==> config.mk <==
export PLATFORM = sky130hd
export DESIGN_NAME = vio_mode_ctrl
export DESIGN_NICKNAME = d
export VERILOG_FILES = /design/src/rtl/vio_mode_pkg.sv /design/src/rtl/vio_src_latch.sv /design/src/rtl/vio_drive.sv /design/src/rtl/vio_mode_ctrl.sv
export SDC_FILE = /design/constraint.sdc
export NUM_CORES = 1
export LEC_CHECK = 0
export ABC_CLOCK_PERIOD_IN_PS = 2100
export BUFFER_PORTS_ARGS = -buffer_cell sky130_fd_sc_hd__buf_2
export CAP_MARGIN = 0
export CORE_MARGIN = 2
export CORE_UTILIZATION = 25
export DETAILED_ROUTE_END_ITERATION = 7
export PLACE_DENSITY = 0.58
export SYNTH_ARGS = -nofsm -noshare
export SYNTH_HDL_FRONTEND = slang
export SYNTH_SLANG_ARGS = --single-unit
==> constraint.sdc <==
create_clock -name clk -period 2.1 [get_ports clk]
set_input_delay 0.42 -clock clk [delete_from_list [all_inputs] [get_ports clk]]
set_output_delay 0.42 -clock clk [all_outputs]
set_load 0.01 [all_outputs]
==> src/rtl/vio_mode_pkg.sv <==
package vio_mode_pkg;
  localparam int VID_W = 3;
  localparam int LEG_W = 2;

  typedef enum logic [1:0] {
    SRC_BANK   = 2'd0,
    SRC_LEGACY = 2'd1,
    SRC_REG    = 2'd2
  } vsrc_t;

  // Legacy pair selects register control when both switches are on.
  function automatic logic legacy_is_reg(input logic [LEG_W-1:0] leg);
    return &leg;
  endfunction

  function automatic vsrc_t pick_src(input logic new_rev,
                                     input logic [VID_W-1:0] bank,
                                     input logic [LEG_W-1:0] leg);
    if (new_rev && (|bank)) return SRC_BANK;
    if (legacy_is_reg(leg)) return SRC_REG;
    return SRC_LEGACY;
  endfunction

  // An on switch maps to a zero code bit.
  function automatic logic [VID_W-1:0] bank_code(input logic [VID_W-1:0] bank);
    return ~bank;
  endfunction

  function automatic logic [VID_W-1:0] legacy_code(input logic [LEG_W-1:0] leg);
    case (leg)
      2'b00:   return 3'b010;
      2'b01:   return 3'b001;
      default: return 3'b000;
    endcase
  endfunction
endpackage

==> src/rtl/vio_src_latch.sv <==
module vio_src_latch
  import vio_mode_pkg::*;
(
  input  logic             clk,
  input  logic             rst_n,
  input  logic             new_rev,
  input  logic [VID_W-1:0] bank_sw,
  input  logic [LEG_W-1:0] leg_sw,
  output vsrc_t            src_q
);
  vsrc_t src_pick;

  assign src_pick = pick_src(new_rev, bank_sw, leg_sw);

  // Loaded on every reset edge; frozen once reset is released.
  always_ff @(posedge clk) begin
    if (!rst_n) src_q <= src_pick;
  end
endmodule

==> src/rtl/vio_drive.sv <==
module vio_drive
  import vio_mode_pkg::*;
#(
  parameter logic [VID_W-1:0] RST_VID = 3'b010
) (
  input  logic             clk,
  input  logic             rst_n,
  input  vsrc_t            src,
  input  logic [VID_W-1:0] bank_sw,
  input  logic [LEG_W-1:0] leg_sw,
  input  logic             reg_pwr,
  input  logic [VID_W-1:0] reg_vid,
  input  logic             reg_pg,
  output logic [VID_W-1:0] vid_q,
  output logic             pwr_q,
  output logic             pg_q
);
  logic [VID_W-1:0] vid_n;
  logic             pwr_n;
  logic             pg_n;

  always_comb begin
    vid_n = vid_q;
    pwr_n = 1'b1;
    pg_n  = 1'b1;
    case (src)
      SRC_BANK:   vid_n = bank_code(bank_sw);
      SRC_LEGACY: if (!legacy_is_reg(leg_sw)) vid_n = legacy_code(leg_sw);
      SRC_REG: begin
        vid_n = reg_vid;
        pwr_n = reg_pwr;
        pg_n  = reg_pg;
      end
      default: vid_n = vid_q;
    endcase
  end

  always_ff @(posedge clk) begin
    if (!rst_n) begin
      vid_q <= RST_VID;
      pwr_q <= 1'b0;
      pg_q  <= 1'b0;
    end else begin
      vid_q <= vid_n;
      pwr_q <= pwr_n;
      pg_q  <= pg_n;
    end
  end
endmodule

==> src/rtl/vio_mode_ctrl.sv <==
module vio_mode_ctrl
  import vio_mode_pkg::*;
#(
  parameter logic [VID_W-1:0] RST_VID = 3'b010
) (
  input  logic             clk,
  input  logic             rst_n,
  input  logic             new_rev,
  input  logic [VID_W-1:0] bank_sw,
  input  logic [LEG_W-1:0] leg_sw,
  input  logic             reg_pwr,
  input  logic [VID_W-1:0] reg_vid,
  input  logic             reg_pg,
  output logic [VID_W-1:0] vid,
  output logic             pwr_en,
  output logic             pg_en,
  output logic             stat_reg_mode,
  output logic             stat_vid_src,
  output logic [LEG_W-1:0] user_sw
);
  vsrc_t src;
  logic  src_is_bank;
  logic  src_is_reg;

  vio_src_latch u_latch (
    .clk(clk), .rst_n(rst_n), .new_rev(new_rev),
    .bank_sw(bank_sw), .leg_sw(leg_sw), .src_q(src)
  );

  vio_drive #(.RST_VID(RST_VID)) u_drive (
    .clk(clk), .rst_n(rst_n), .src(src),
    .bank_sw(bank_sw), .leg_sw(leg_sw),
    .reg_pwr(reg_pwr), .reg_vid(reg_vid), .reg_pg(reg_pg),
    .vid_q(vid), .pwr_q(pwr_en), .pg_q(pg_en)
  );

  assign src_is_bank   = (src == SRC_BANK);
  assign src_is_reg    = (src == SRC_REG);
  assign stat_reg_mode = src_is_reg;
  assign stat_vid_src  = !src_is_bank;

  for (genvar i = 0; i < LEG_W; i++) begin : g_user
    assign user_sw[i] = src_is_bank & leg_sw[i];
  end
endmodule

; Yosys cells after proc, flatten, opt, wreduce, memory -nomap -nowiden
; Index checks and enable logic that the tools add are counted.
[totals]
in_bits = 13
out_inout_bits = 9
elab_cells = 31
register_bits = 7
[op_classes]
bitwise_logic = 3
reduce_logical = 8
n_mux = 12
n_eq_ne = 4
[ops]
columns = operator, n
row1 = $pmux W3 S3, 1
row2 = $mux W2, 4
row3 = $mux W1, 5
row4 = $eq A2 B1 Y1 const B, 2
row5 = $logic_not A2 Y1, 2
row6 = $pmux W2 S2, 1
row7 = $reduce_and A2 Y1, 2
row8 = $mux W3, 1
row9 = $not A3 Y3, 1
row10 = $reduce_bool A3 Y1, 1
row11 = $reduce_or A3 Y1, 1
row12 = $and A1 B1 Y1, 2
row13 = $eq A2 B2 Y1 const B, 1
row14 = $ne A2 B2 Y1 const B, 1
row15 = $logic_and A1 B1 Y1, 1
row16 = $logic_not A1 Y1, 1

; Logic depth before layout (Yosys ltp)
; Gate-level depths: netlist of the first run.
[logic_depth]
word_depth = 6
mapped_depth = 6
mapped_depth_nobuf = 5

; Modules after synthesis
; A second synthesis of the first run with hierarchy kept.
[hier_totals]
hier_cells = 44
area_unflattened_um2 = 416.6
[by_module_without_submodules]
columns = mod, seq_area_each_um2, instances, area_per_inst_um2, cells_each
row1 = vio_drive, 100.1, 1, 300.3, 33
row2 = vio_src_latch, 60.1, 1, 88.8, 7
row3 = vio_mode_ctrl, 0.0, 1, 27.5, 4

; Worst setup path after synthesis of the first run
; No wires, ideal clock.
[synth_path]
path_kind = register to register
from = reg u_latch.src_q[0]
to = reg u_drive.vid_q[1]
stages_incl_launch_ff = 6
arrival_ns = 1.447
slack_ns = 0.531
setup_time_ns = 0.122
t_required_ns = 1.978
n_path_buf = 1
period_less_slack_ns = 1.569
path_cell_list = edfxtp_1 > inv_1 > ha_1 > or3_1 > buf_2 > a311o_1
[synth_via]
elab_chain_len = 3
elab_cells_between_ends = 7
classes_between = eq/ne (3) / mux (1) / reduce/logical (3)
[synth_rtl]
columns = element, line_no
row1 = "start, declared", vio_src_latch.sv:9  ; output vsrc_t src_q
row2 = "start signal, assigned", vio_src_latch.sv:17  ; if (!rst_n) src_q <= src_pick;
row3 = $eq A2 B2 Y1 (*), -
row4 = net stat_reg_mode, vio_mode_ctrl.sv:17  ; output logic stat_reg_mode,
row5 = $reduce_bool A3 Y1 (no source line), -
row6 = $reduce_and A2 Y1 (no source line), -
row7 = "end signal, assigned", vio_drive.sv:44  ; vid_q <= vid_n;
row8 = "end, declared", vio_drive.sv:14  ; output logic [VID_W-1:0] vid_q,
; The timed path passes the listed nets; every way through them passes the cells marked *.
; A chain may end at the register's enable or synchronous reset.

; Final worst setup path of the first run
[layout_path]
from = reg u_latch.src_q[0]
to = out stat_reg_mode
[layout_via]
elab_chain_len = 1
[layout_rtl]
columns = element, line_no
row1 = $eq A2 B2 Y1, vio_mode_ctrl.sv:38  ; assign src_is_reg = (src == SRC_REG);
row2 = "end, declared", vio_mode_ctrl.sv:17
; No other way between the ends.

==> results of run 1 <==
cell type report:
type	instances	area, sq um
multi-input combinational	30	201.4
timing repair buffer	21	105.1
tap	16	20.02
inverter	6	22.52
sequential	7	160.2
clock buffer	4	26.28
fill	162	953.4
worst register-to-register path: stages, from the launching register on:
cell      delay, ns
edfxtp_1       0.34
inv_1          0.06
ha_1           0.28
or3_1          0.47
a311o_1        0.34
metal layers:
metal	GRT usage [%]	part of all wire (%)	vias to the layer above
li1	-	-	203
met1	11.08	40	168
met2	18.51	52	15
met3	3.750	6.3	2
met4	5.455	2.0	0
met5	0	0	-
registers in the layout, summed over array words and instances, names as in the netlist:
name	cells
u_drive.pg_q	1
u_drive.vid_q	3
u_latch.src_q	2
u_drive.pwr_q	1
placed cells by master, fill, tap and decap left out:
| cell | Yosys | routed |
|---|---|---|
| nand3b_1 | 1 | 1 |
| clkbuf_1 | 0 | 1 |
| a311oi_1 | 1 | 1 |
| dfxtp_1 | 5 | 5 |
| a21boi_1 | 1 | 1 |
| nand3_1 | 1 | 1 |
| and2_1 | 2 | 2 |
| ha_1 | 3 | 3 |
| a311o_1 | 1 | 1 |
| a21oi_1 | 5 | 5 |
| o31a_1 | 1 | 1 |
| or3b_1 | 1 | 1 |
| or3_1 | 1 | 1 |
| a31oi_1 | 3 | 3 |
| clkbuf_4 | 0 | 3 |
| buf_2 | 1 | 21 |
| nor2_1 | 2 | 2 |
| nand2_1 | 4 | 4 |
| inv_1 | 6 | 6 |
| edfxtp_1 | 2 | 2 |
| a41o_1 | 1 | 1 |
| nor2b_1 | 2 | 2 |
power by group through the flow:
stage / sequential (mW) / combinational, mW / clock (mW)
6_report: 0.160 / 0.0970 / 0.124
5_1_grt: 0.162 / 0.108 / 0.135
4_1_cts: 0.161 / 0.0984 / 0.128
3_5_place_dp: 0.163 / 0.0979 / 0
3_3_place_gp: 0.163 / 0.0972 / 0
2_1_floorplan: 0.168 / 0.0545 / 0
cell families after synthesis:
family / count (synthesis) / synth area share [%]
adder cells (fa/ha/maj): 3 / 9.647
AO/OA/AOI/OAI: 13 / 22.83
flip-flops: 7 / 41.16
buffers and inverters: 7 / 7.072
AND/OR/NAND/NOR: 14 / 19.29
how the worst min path moves through the flow:
stage / startpoint / to / slack, ns / cells after the start
6_report: reg_pwr / u_drive.pwr_q / 0.40 / 3
3_3_place_gp: u_drive.vid_q[2] / u_drive.vid_q[2] / 0.51 / 2
2_1_floorplan: u_drive.vid_q[2] / u_drive.vid_q[2] / 0.53 / 2
3_5_place_dp: u_drive.vid_q[2] / u_drive.vid_q[2] / 0.52 / 2
5_1_grt: reg_pwr / u_drive.pwr_q / 0.40 / 3
4_1_cts: reg_pwr / u_drive.pwr_q / 0.39 / 3
per-stage QoR:
stage / hold slack, ns / area, sq um / util (%) / setup WS, ns
detailed placement: 0.5200 / 509.2 / 34.20 / 0.4960
CTS: 0.3928 / 535.5 / 35.97 / 0.4648
finish: 0.3980 / 535.5 / 35.97 / 0.4807
global placement: 0.5069 / 509.2 / 34.20 / 0.5374
global route: 0.4017 / 535.5 / 35.97 / 0.3801
floorplan: 0.5342 / 389.1 / - / 0.5315
==> results.ini, run 1 <==
[outcome]
status=finished, final reports clean

[routing]
viasPerCell=4.619
antenna_left=0
avgRoutedWirePerCell_um=10.61
drtIter0Drc=5
routed_wl_um=891
firstDrtPassIters=2
vias=388
drcViolationCount=0

[clock_tree]
root_buffer=clkbuf_4
cts_made_buffers=3
clk_pin_slew_ns=0.05
cts_tree=yes
insertion_delay_ns=0.25
htreeDepth=1
cts_resized=0
clockBufferDepth=2
hold_buffers=0
cts_sinks=7
postCtsSetupRepairBufs=0

[critical_path]
cp_slowest_cell=edfxtp_1
path_depth=3
r2r_start=u_latch.src_q[0]
path_delay_family=flip-flops
crit_type=flop to primary output
r2r_slack_ns=0.50
cp_num_buf_inv=2
critical_path_required_ns=1.68
arrival_ns=1.20
max_stage_delay_ns=0.38
startpoint=u_latch.src_q[0]
ff2ff_path_depth=4
crit_fanout=7
endpoint_kind=primary output
cp-start-kind=flop
timing.rr.end=u_drive.vid_q[1]
critPathCapture=stat_reg_mode
path_cells=inv_1, ha_1, buf_2

[synthesis]
synthCells=44
yosys.area.top_type=dfxtp_1
seq_area_frac_synth_pct=41.16
synth_edf_count=2
async_flop_share_pct=0
synth-seq-cells=7
yosys_warnings=0
yosys-top-cells-count=inv_1 (6), a21oi_1 (5), dfxtp_1 (5)
yosys.cell_count.top_type=inv_1
netlist.area_leader.share_pct=25.72
netlist_area_sq_um=389.1
synthTopCellsByArea=dfxtp_1 (26%), edfxtp_1 (15%), ha_1 (9.6%)
synth_cell_type_count=20
syn_avg_cell_area_sq_um=8.844
synth_nets=60
synthFlopType=dfxtp_1

[timing]
finalSetupViolCount=0
finalClockSkew_ns=0.002834
fmax_mhz=617.5
max-slew-margin-rel_pct=83.72
period_needed_ns=1.619
maxSlewViolCount=0
fin_tns_setup_ns=0
worst_pin_slew_ns=0.2442
rsz0062_at_grt=no
finalHoldViolCount=0
layout_worst_path_cycle_share_pct=77.11

[global_routing]
overflow=0
gr-usage-all-layers_pct=10.58
antenna_found_initial=0
grt_pass1_wl_um=1442
grt_pass1_vias=390
grt_max_degree=8

[cells_and_area]
n_antenna_cell=0
final_nets=85
drive_gt1_share_pct=35.29
fin_cells=84
area_delta_synth_final_pct=37.62

[power_and_ir_drop]
combPwrFrac_pct=25.5
p_per_area_mw_per_mm2=711.6
p_seq_share_pct=42.1
power.total_mw=0.3811
irDropWorstVdd_v=0.0003725
p_leak_nw=0.2723
p_int_mw=0.2720
p_sw_share_pct=28.62
p_switching_mw=0.1091
clockPowerShare_pct=32.5

[floorplan]
core_sq_mm=0.001489
die-area_sq_mm=0.001888
start_util_pct=26.13
die_x_um=43.45
rows=14
fp.dieH_um=43.45
io-pin-count=22

[place]
routabilityCongestion=0.7003
portBuffers=21
dp.cells=80
hpwl_um=716.6

[min_path]
hold_class=input pin to flop

[flow_run]
maxCapViolCount=0

Note: power is estimated with default switching activity, not from simulation.
==> run 2, diff against run 1 <==
ABC_AREA = 1   (was not set)
ABC_CLOCK_PERIOD_IN_PS = 1350   (was 2100)
PLACE_DENSITY = 0.6   (was 0.58)
clock period = 1.35 ns   (was 2.1 ns; I/O delays follow)
==> run 2 against run 1 <==
Compared with the run above:
- the flow now finishes with violations (negative setup slack)
- final cell count rose by 20%
- synthesized area rose by 5.5%
- total power increased by 71%
- die area is 5.0% higher
- via count increased by 12%
- synthesized cell count is 30% higher
==> results.ini, run 2 <==
[outcome]
status=complete, but fails checks
violations=negative setup slack

[global_routing]
antenna_found_initial=0
grt_pass1_wl_um=1642
grt_use_met1_pct=14.14
met3_usage_pct=2.857
grtUsageMet2_pct=16.81
gr-usage-all-layers_pct=11.74
grt_max_degree=8
grt_pass1_vias=419
top_usage_layer=met2
overflow=0

[floorplan]
die-area_sq_mm=0.001982
fp.dieH_um=44.52
die_x_um=44.52
io-pin-count=22
start_util_pct=26.93
core_sq_mm=0.001524
rows=14

[power_and_ir_drop]
p_leak_nw=0.3406
p_int_mw=0.4478
power.total_mw=0.6535
p_sw_share_pct=31.48
p_seq_share_pct=38.7
combPwrFrac_pct=31.1
p_switching_mw=0.2057
p_per_area_mw_per_mm2=1051
irDropWorstVdd_v=0.0005285
clockPowerShare_pct=30.1

[timing]
period_needed_ns=1.383
rsz0062_at_grt=yes
setup_ws_ns=-0.03341
worst_pin_slew_ns=0.1645
layout_worst_path_cycle_share_pct=102.5
finalClockSkew_ns=0.006655
maxSlewViolCount=0
fmax_mhz=722.8
finalSetupViolCount=4
max-slew-margin-rel_pct=89.02
finalHoldViolCount=0

[routing]
viasPerCell=4.307
vias=435
routed_wl_um=1013
drcViolationCount=0
antenna_left=0
drtIter0Drc=5
firstDrtPassIters=3
avgRoutedWirePerCell_um=10.03

[clock_tree]
insertion_delay_ns=0.26
htreeDepth=1
hold_buffers=0
cts_sinks=7
cts_made_buffers=3
clk_pin_slew_ns=0.05
clockBufferDepth=2
cts_tree=yes
root_buffer=clkbuf_4

[cells_and_area]
final_nets=102
drive_gt1_share_pct=47.06
final_util_pct=40.80
regMostFlops=u_drive.vid_q
final_common_cell=buf_2
final_cell_area_sq_um=621.8
largest_reg_flops=3
fin_cells=101
n_antenna_cell=0
top_regs=u_drive.vid_q x3, u_latch.src_q x2
n_fill_cell=165
area_delta_synth_final_pct=51.52
layout_common_cells=buf_2 (20), nand2_1 (11), inv_1 (9), a21oi_1 (6)

[flow_run]
maxCapViolCount=0

[critical_path]
r2r_slack_ns=0.08
arrival_ns=1.11
cp-start-kind=flop
timing.rr.end=u_drive.vid_q[1]
crit_type=flop to primary output
crit_fanout=3
endpoint_kind=primary output
ff2ff_path_depth=8
r2r_start=u_latch.src_q[1]
critical_path_required_ns=1.08

[min_path]
hold_class=input pin to flop
hold_path_end=u_drive.pwr_q
hold_depth=3
worstHoldStart=reg_pwr

[synthesis]
synth_cell_type_count=14
netlist.area_leader.share_pct=24.39
syn_avg_cell_area_sq_um=7.200
synth-seq-cells=7
seq_area_frac_synth_pct=39.02
netlist_area_sq_um=410.4
synthFlopType=dfxtp_1
synth_edf_count=2
async_flop_share_pct=0
synthCells=57
synthTopCellsByArea=dfxtp_1 (24%), edfxtp_1 (15%), inv_1 (10%)
synth_nets=73
yosys_warnings=0
yosys-top-cells-count=inv_1 (11), nand2_1 (11), a21oi_1 (6)
yosys.area.top_type=dfxtp_1

[place]
routabilityCongestion=0.7622
portBuffers=21
hpwl_um=736.1
dp.cells=94
place_area_sq_um=535.5

==> run 2: cell types whose count changed in the layout (fill, tap and decap cells not counted), sizes merged, moves of 3 or more <==
| cell | before | now |
|---|---|---|
| nand2 | 4 | 15 |
| inv | 6 | 14 |
| nor2 | 2 | 6 |
| a31oi | 3 | 0 |
| buf | 21 | 24 |
==> run 2: critical path, stage by stage, from the launching register on <==
cell and delay (ns):
edfxtp_1 0.40, inv_2 0.12, ha_4 0.14, nand2_1 0.04
inv_1 0.04, buf_2 0.11
==> run 2: repair_timing <==
item | in CTS | in global routing
buffers inserted | 2 | 1
gates resized for setup | 8 | 1
endpoints found under the setup margin | 4 | 7
pin swaps | 2 | 2
==> run 2: worst max-delay path by stage <==
stage / startpoint / to / slack [ns] / depth (start not counted)
3_5_place_dp: u_latch.src_q[0] / u_drive.vid_q[1] / 0.07 / 7
3_3_place_gp: u_latch.src_q[0] / u_drive.vid_q[1] / 0.08 / 7
5_1_grt: u_latch.src_q[1] / user_sw[0] / -0.1 / 5
2_1_floorplan: u_latch.src_q[0] / u_drive.vid_q[1] / 0.13 / 7
6_report: u_latch.src_q[0] / user_sw[0] / -0.03 / 5
4_1_cts: u_latch.src_q[0] / user_sw[0] / -0.04 / 5
==> run 2: routing by layer <==
layer  share of wire, %  vias up
li1                   -      229
met1                 48      187
met2                 42       17
met3                8.4        2
met4                1.4        0
met5                  0        -
==> run 2: area by class of cell <==
cell class | instances | area [sq um] | share of cell area, %
inverter | 14 | 52.55 | 8.451
timing repair buffer | 24 | 137.6 | 22.13
sequential | 7 | 160.2 | 25.75
multi-input combinational | 36 | 225.2 | 36.22
tap | 16 | 20.02 | 3.219
clock buffer | 4 | 26.28 | 4.225
==> run 2: power groups by stage <==
stage          registers (mW)  clock network, mW  logic (mW)
2_1_floorplan           0.264                  0       0.103
3_3_place_gp            0.255                  0       0.173
3_5_place_dp            0.256                  0       0.174
4_1_cts                 0.253              0.203       0.198
5_1_grt                 0.255              0.218       0.226
6_report                0.253              0.197       0.203
==> run 2: kinds of logic (layout without fill, tap and decap cells) <==
group	Yosys count	in the layout	share of synthesized area (%)
buffers and inverters	14	42	12.80
and+or+nand+nor	24	24	27.13
AOI/OAI and AO/OA	9	9	11.89
DFF	7	7	39.03
adders and majority gates	3	3	9.147
==> run 2: per-stage QoR <==
stage          TNS, ns  setup slack [ns]  hold WS, ns
3_5_place_dp         0           0.06646       0.4559
4_1_cts        -0.1343          -0.03724       0.2474
6_report       -0.1106          -0.03341       0.2501
5_1_grt        -0.3155          -0.09545       0.2521
2_1_floorplan        0            0.1252       0.3904
3_3_place_gp         0           0.08196       0.4563
==> run 3, diff against run 2 <==
CORE_MARGIN = 1.5   (was 2)
==> run 3 against run 2 <==
Compared with the run above:
- the run still ends with negative setup slack left
- final cell count is the same
- via count shrank 0.23%
- core utilization is the same
- sequential cell count is the same
- largest cell class unchanged
==> results.ini, run 3 (same netlist as run 2, synthesis figures left out) <==
[timing]
fmax_mhz=726.5
holdWs_ns=0.2539
max-slew-margin-rel_pct=87.73
maxSlewViolCount=0
setup_ws_ns=-0.02639
finalSetupViolCount=4
finalClockSkew_ns=0.005849
rsz0062_at_grt=yes
period_needed_ns=1.376
finalHoldViolCount=0
fin_tns_setup_ns=-0.07449
worst_pin_slew_ns=0.1840
layout_worst_path_cycle_share_pct=102.0

[routing]
drcViolationCount=0
drtIter0Drc=3
vias=434
routed_wl_um=969
antenna_left=0
viasPerCell=4.297
avgRoutedWirePerCell_um=9.594
firstDrtPassIters=2

[cells_and_area]
regMostFlops=u_drive.vid_q
n_antenna_cell=0
layout_common_cells=buf_2 (20), nand2_1 (10), inv_1 (9), a21oi_1 (6)
top_regs=u_drive.vid_q x3, u_latch.src_q x2
drive_gt1_share_pct=47.06
n_fill_cell=183
final_common_cell=buf_2
area_delta_synth_final_pct=51.52
largest_reg_flops=3
final_nets=102
fin_cells=101

[critical_path]
crit_fanout=6
ff2ff_path_depth=7
crit_type=flop to primary output
cp-start-kind=flop
critical_path_required_ns=1.08
endpoint_kind=primary output
arrival_ns=1.11

[floorplan]
start_util_pct=26.93
die-area_sq_mm=0.001894
core_sq_mm=0.001524
io-pin-count=22
die_x_um=43.52
fp.dieH_um=43.52
rows=14

[clock_tree]
cts_tree=yes
clk_pin_slew_ns=0.05
htreeDepth=1
hold_buffers=0
insertion_delay_ns=0.25
clockBufferDepth=2
root_buffer=clkbuf_4
cts_made_buffers=3
cts_sinks=7

[flow_run]
maxCapViolCount=0

[min_path]
hold_depth=3
hold_class=input pin to flop

[global_routing]
antenna_found_initial=0
grt_pass1_wl_um=1545
gr-usage-all-layers_pct=11.33
overflow=0
grt_pass1_vias=379
grt_max_degree=8

[place]
hpwl_um=762.2
pre_cts_slack_ns=0.05019
dp.cells=94
routabilityCongestion=0.7767
portBuffers=21

[power_and_ir_drop]
p_seq_share_pct=39.6
p_switching_mw=0.1954
p_leak_nw=0.3432
power.total_mw=0.6414
clockPowerShare_pct=29.1
p_per_area_mw_per_mm2=1031
combPwrFrac_pct=31.3
p_int_mw=0.4460
p_sw_share_pct=30.46
irDropWorstVdd_v=0.0004930

[outcome]
violations=negative setup slack
status=complete, but fails checks

[run 3: cell types whose count changed in the layout (fill, tap and decap cells not counted)]
cell	previous run	this run
ha_1	0	1
ha_2	1	0
nand2_1	11	10
nand2_2	3	4
o21ai_0	2	1
o21ai_1	0	1
[run 3: cell type report]
class / count / area, sq um / area share [%]
Clock buffer: 4 / 26.28 / 4.225
Inverter: 14 / 52.55 / 8.451
Multi-Input combinational cell: 36 / 225.2 / 36.22
Sequential cell: 7 / 160.2 / 25.75
Tap cell: 16 / 20.02 / 3.219
Timing Repair Buffer: 24 / 137.6 / 22.13
[run 3: per-layer routing]
layer  vias up  wire [um]  GRT usage (%)
li1        230          -              -
met1       184        466          15.64
met2        18        432          14.63
met3         2         62          1.667
met4         0          8          10.91
met5         -          0              0
[run 3: timing repair]
action	4_1_cts	5_1_grt
setup buffers	0	3
setup endpoints to repair	4	6
pin swaps	0	4
resized for setup	1	9
[run 3: path summary, 6_finish.rpt]
check	slack [ns]	from	endpoint
worst max-delay path	-0.03	u_latch.src_q[1]	stat_reg_mode
worst min-delay path	0.25	reg_pwr	u_drive.pwr_q
worst max register to register	0.08	u_latch.src_q[1]	u_drive.vid_q[2]
worst min register to register	0.48	u_drive.vid_q[1]	u_drive.vid_q[1]
[run 3: power groups by stage]
stage	logic, mW	registers (mW)	clock network (mW)
2_1_floorplan	0.103	0.264	0
3_3_place_gp	0.173	0.255	0
3_5_place_dp	0.174	0.257	0
4_1_cts	0.176	0.253	0.200
5_1_grt	0.229	0.255	0.209
6_report	0.201	0.254	0.186
[run 3: per-stage QoR]
stage	area [sq um]	util, %
after global placement	535.5	35.14
final	621.8	40.80
after floorplan	410.4	-
after global routing	621.8	40.80
after CTS	564.3	37.03
after detailed placement	535.5	35.14
[run 3: worst max-delay path, cell delays in order, from the launching register on]
cell and delay, ns:
edfxtp_1 0.42, buf_6 0.15, ha_4 0.17, buf_6 0.12
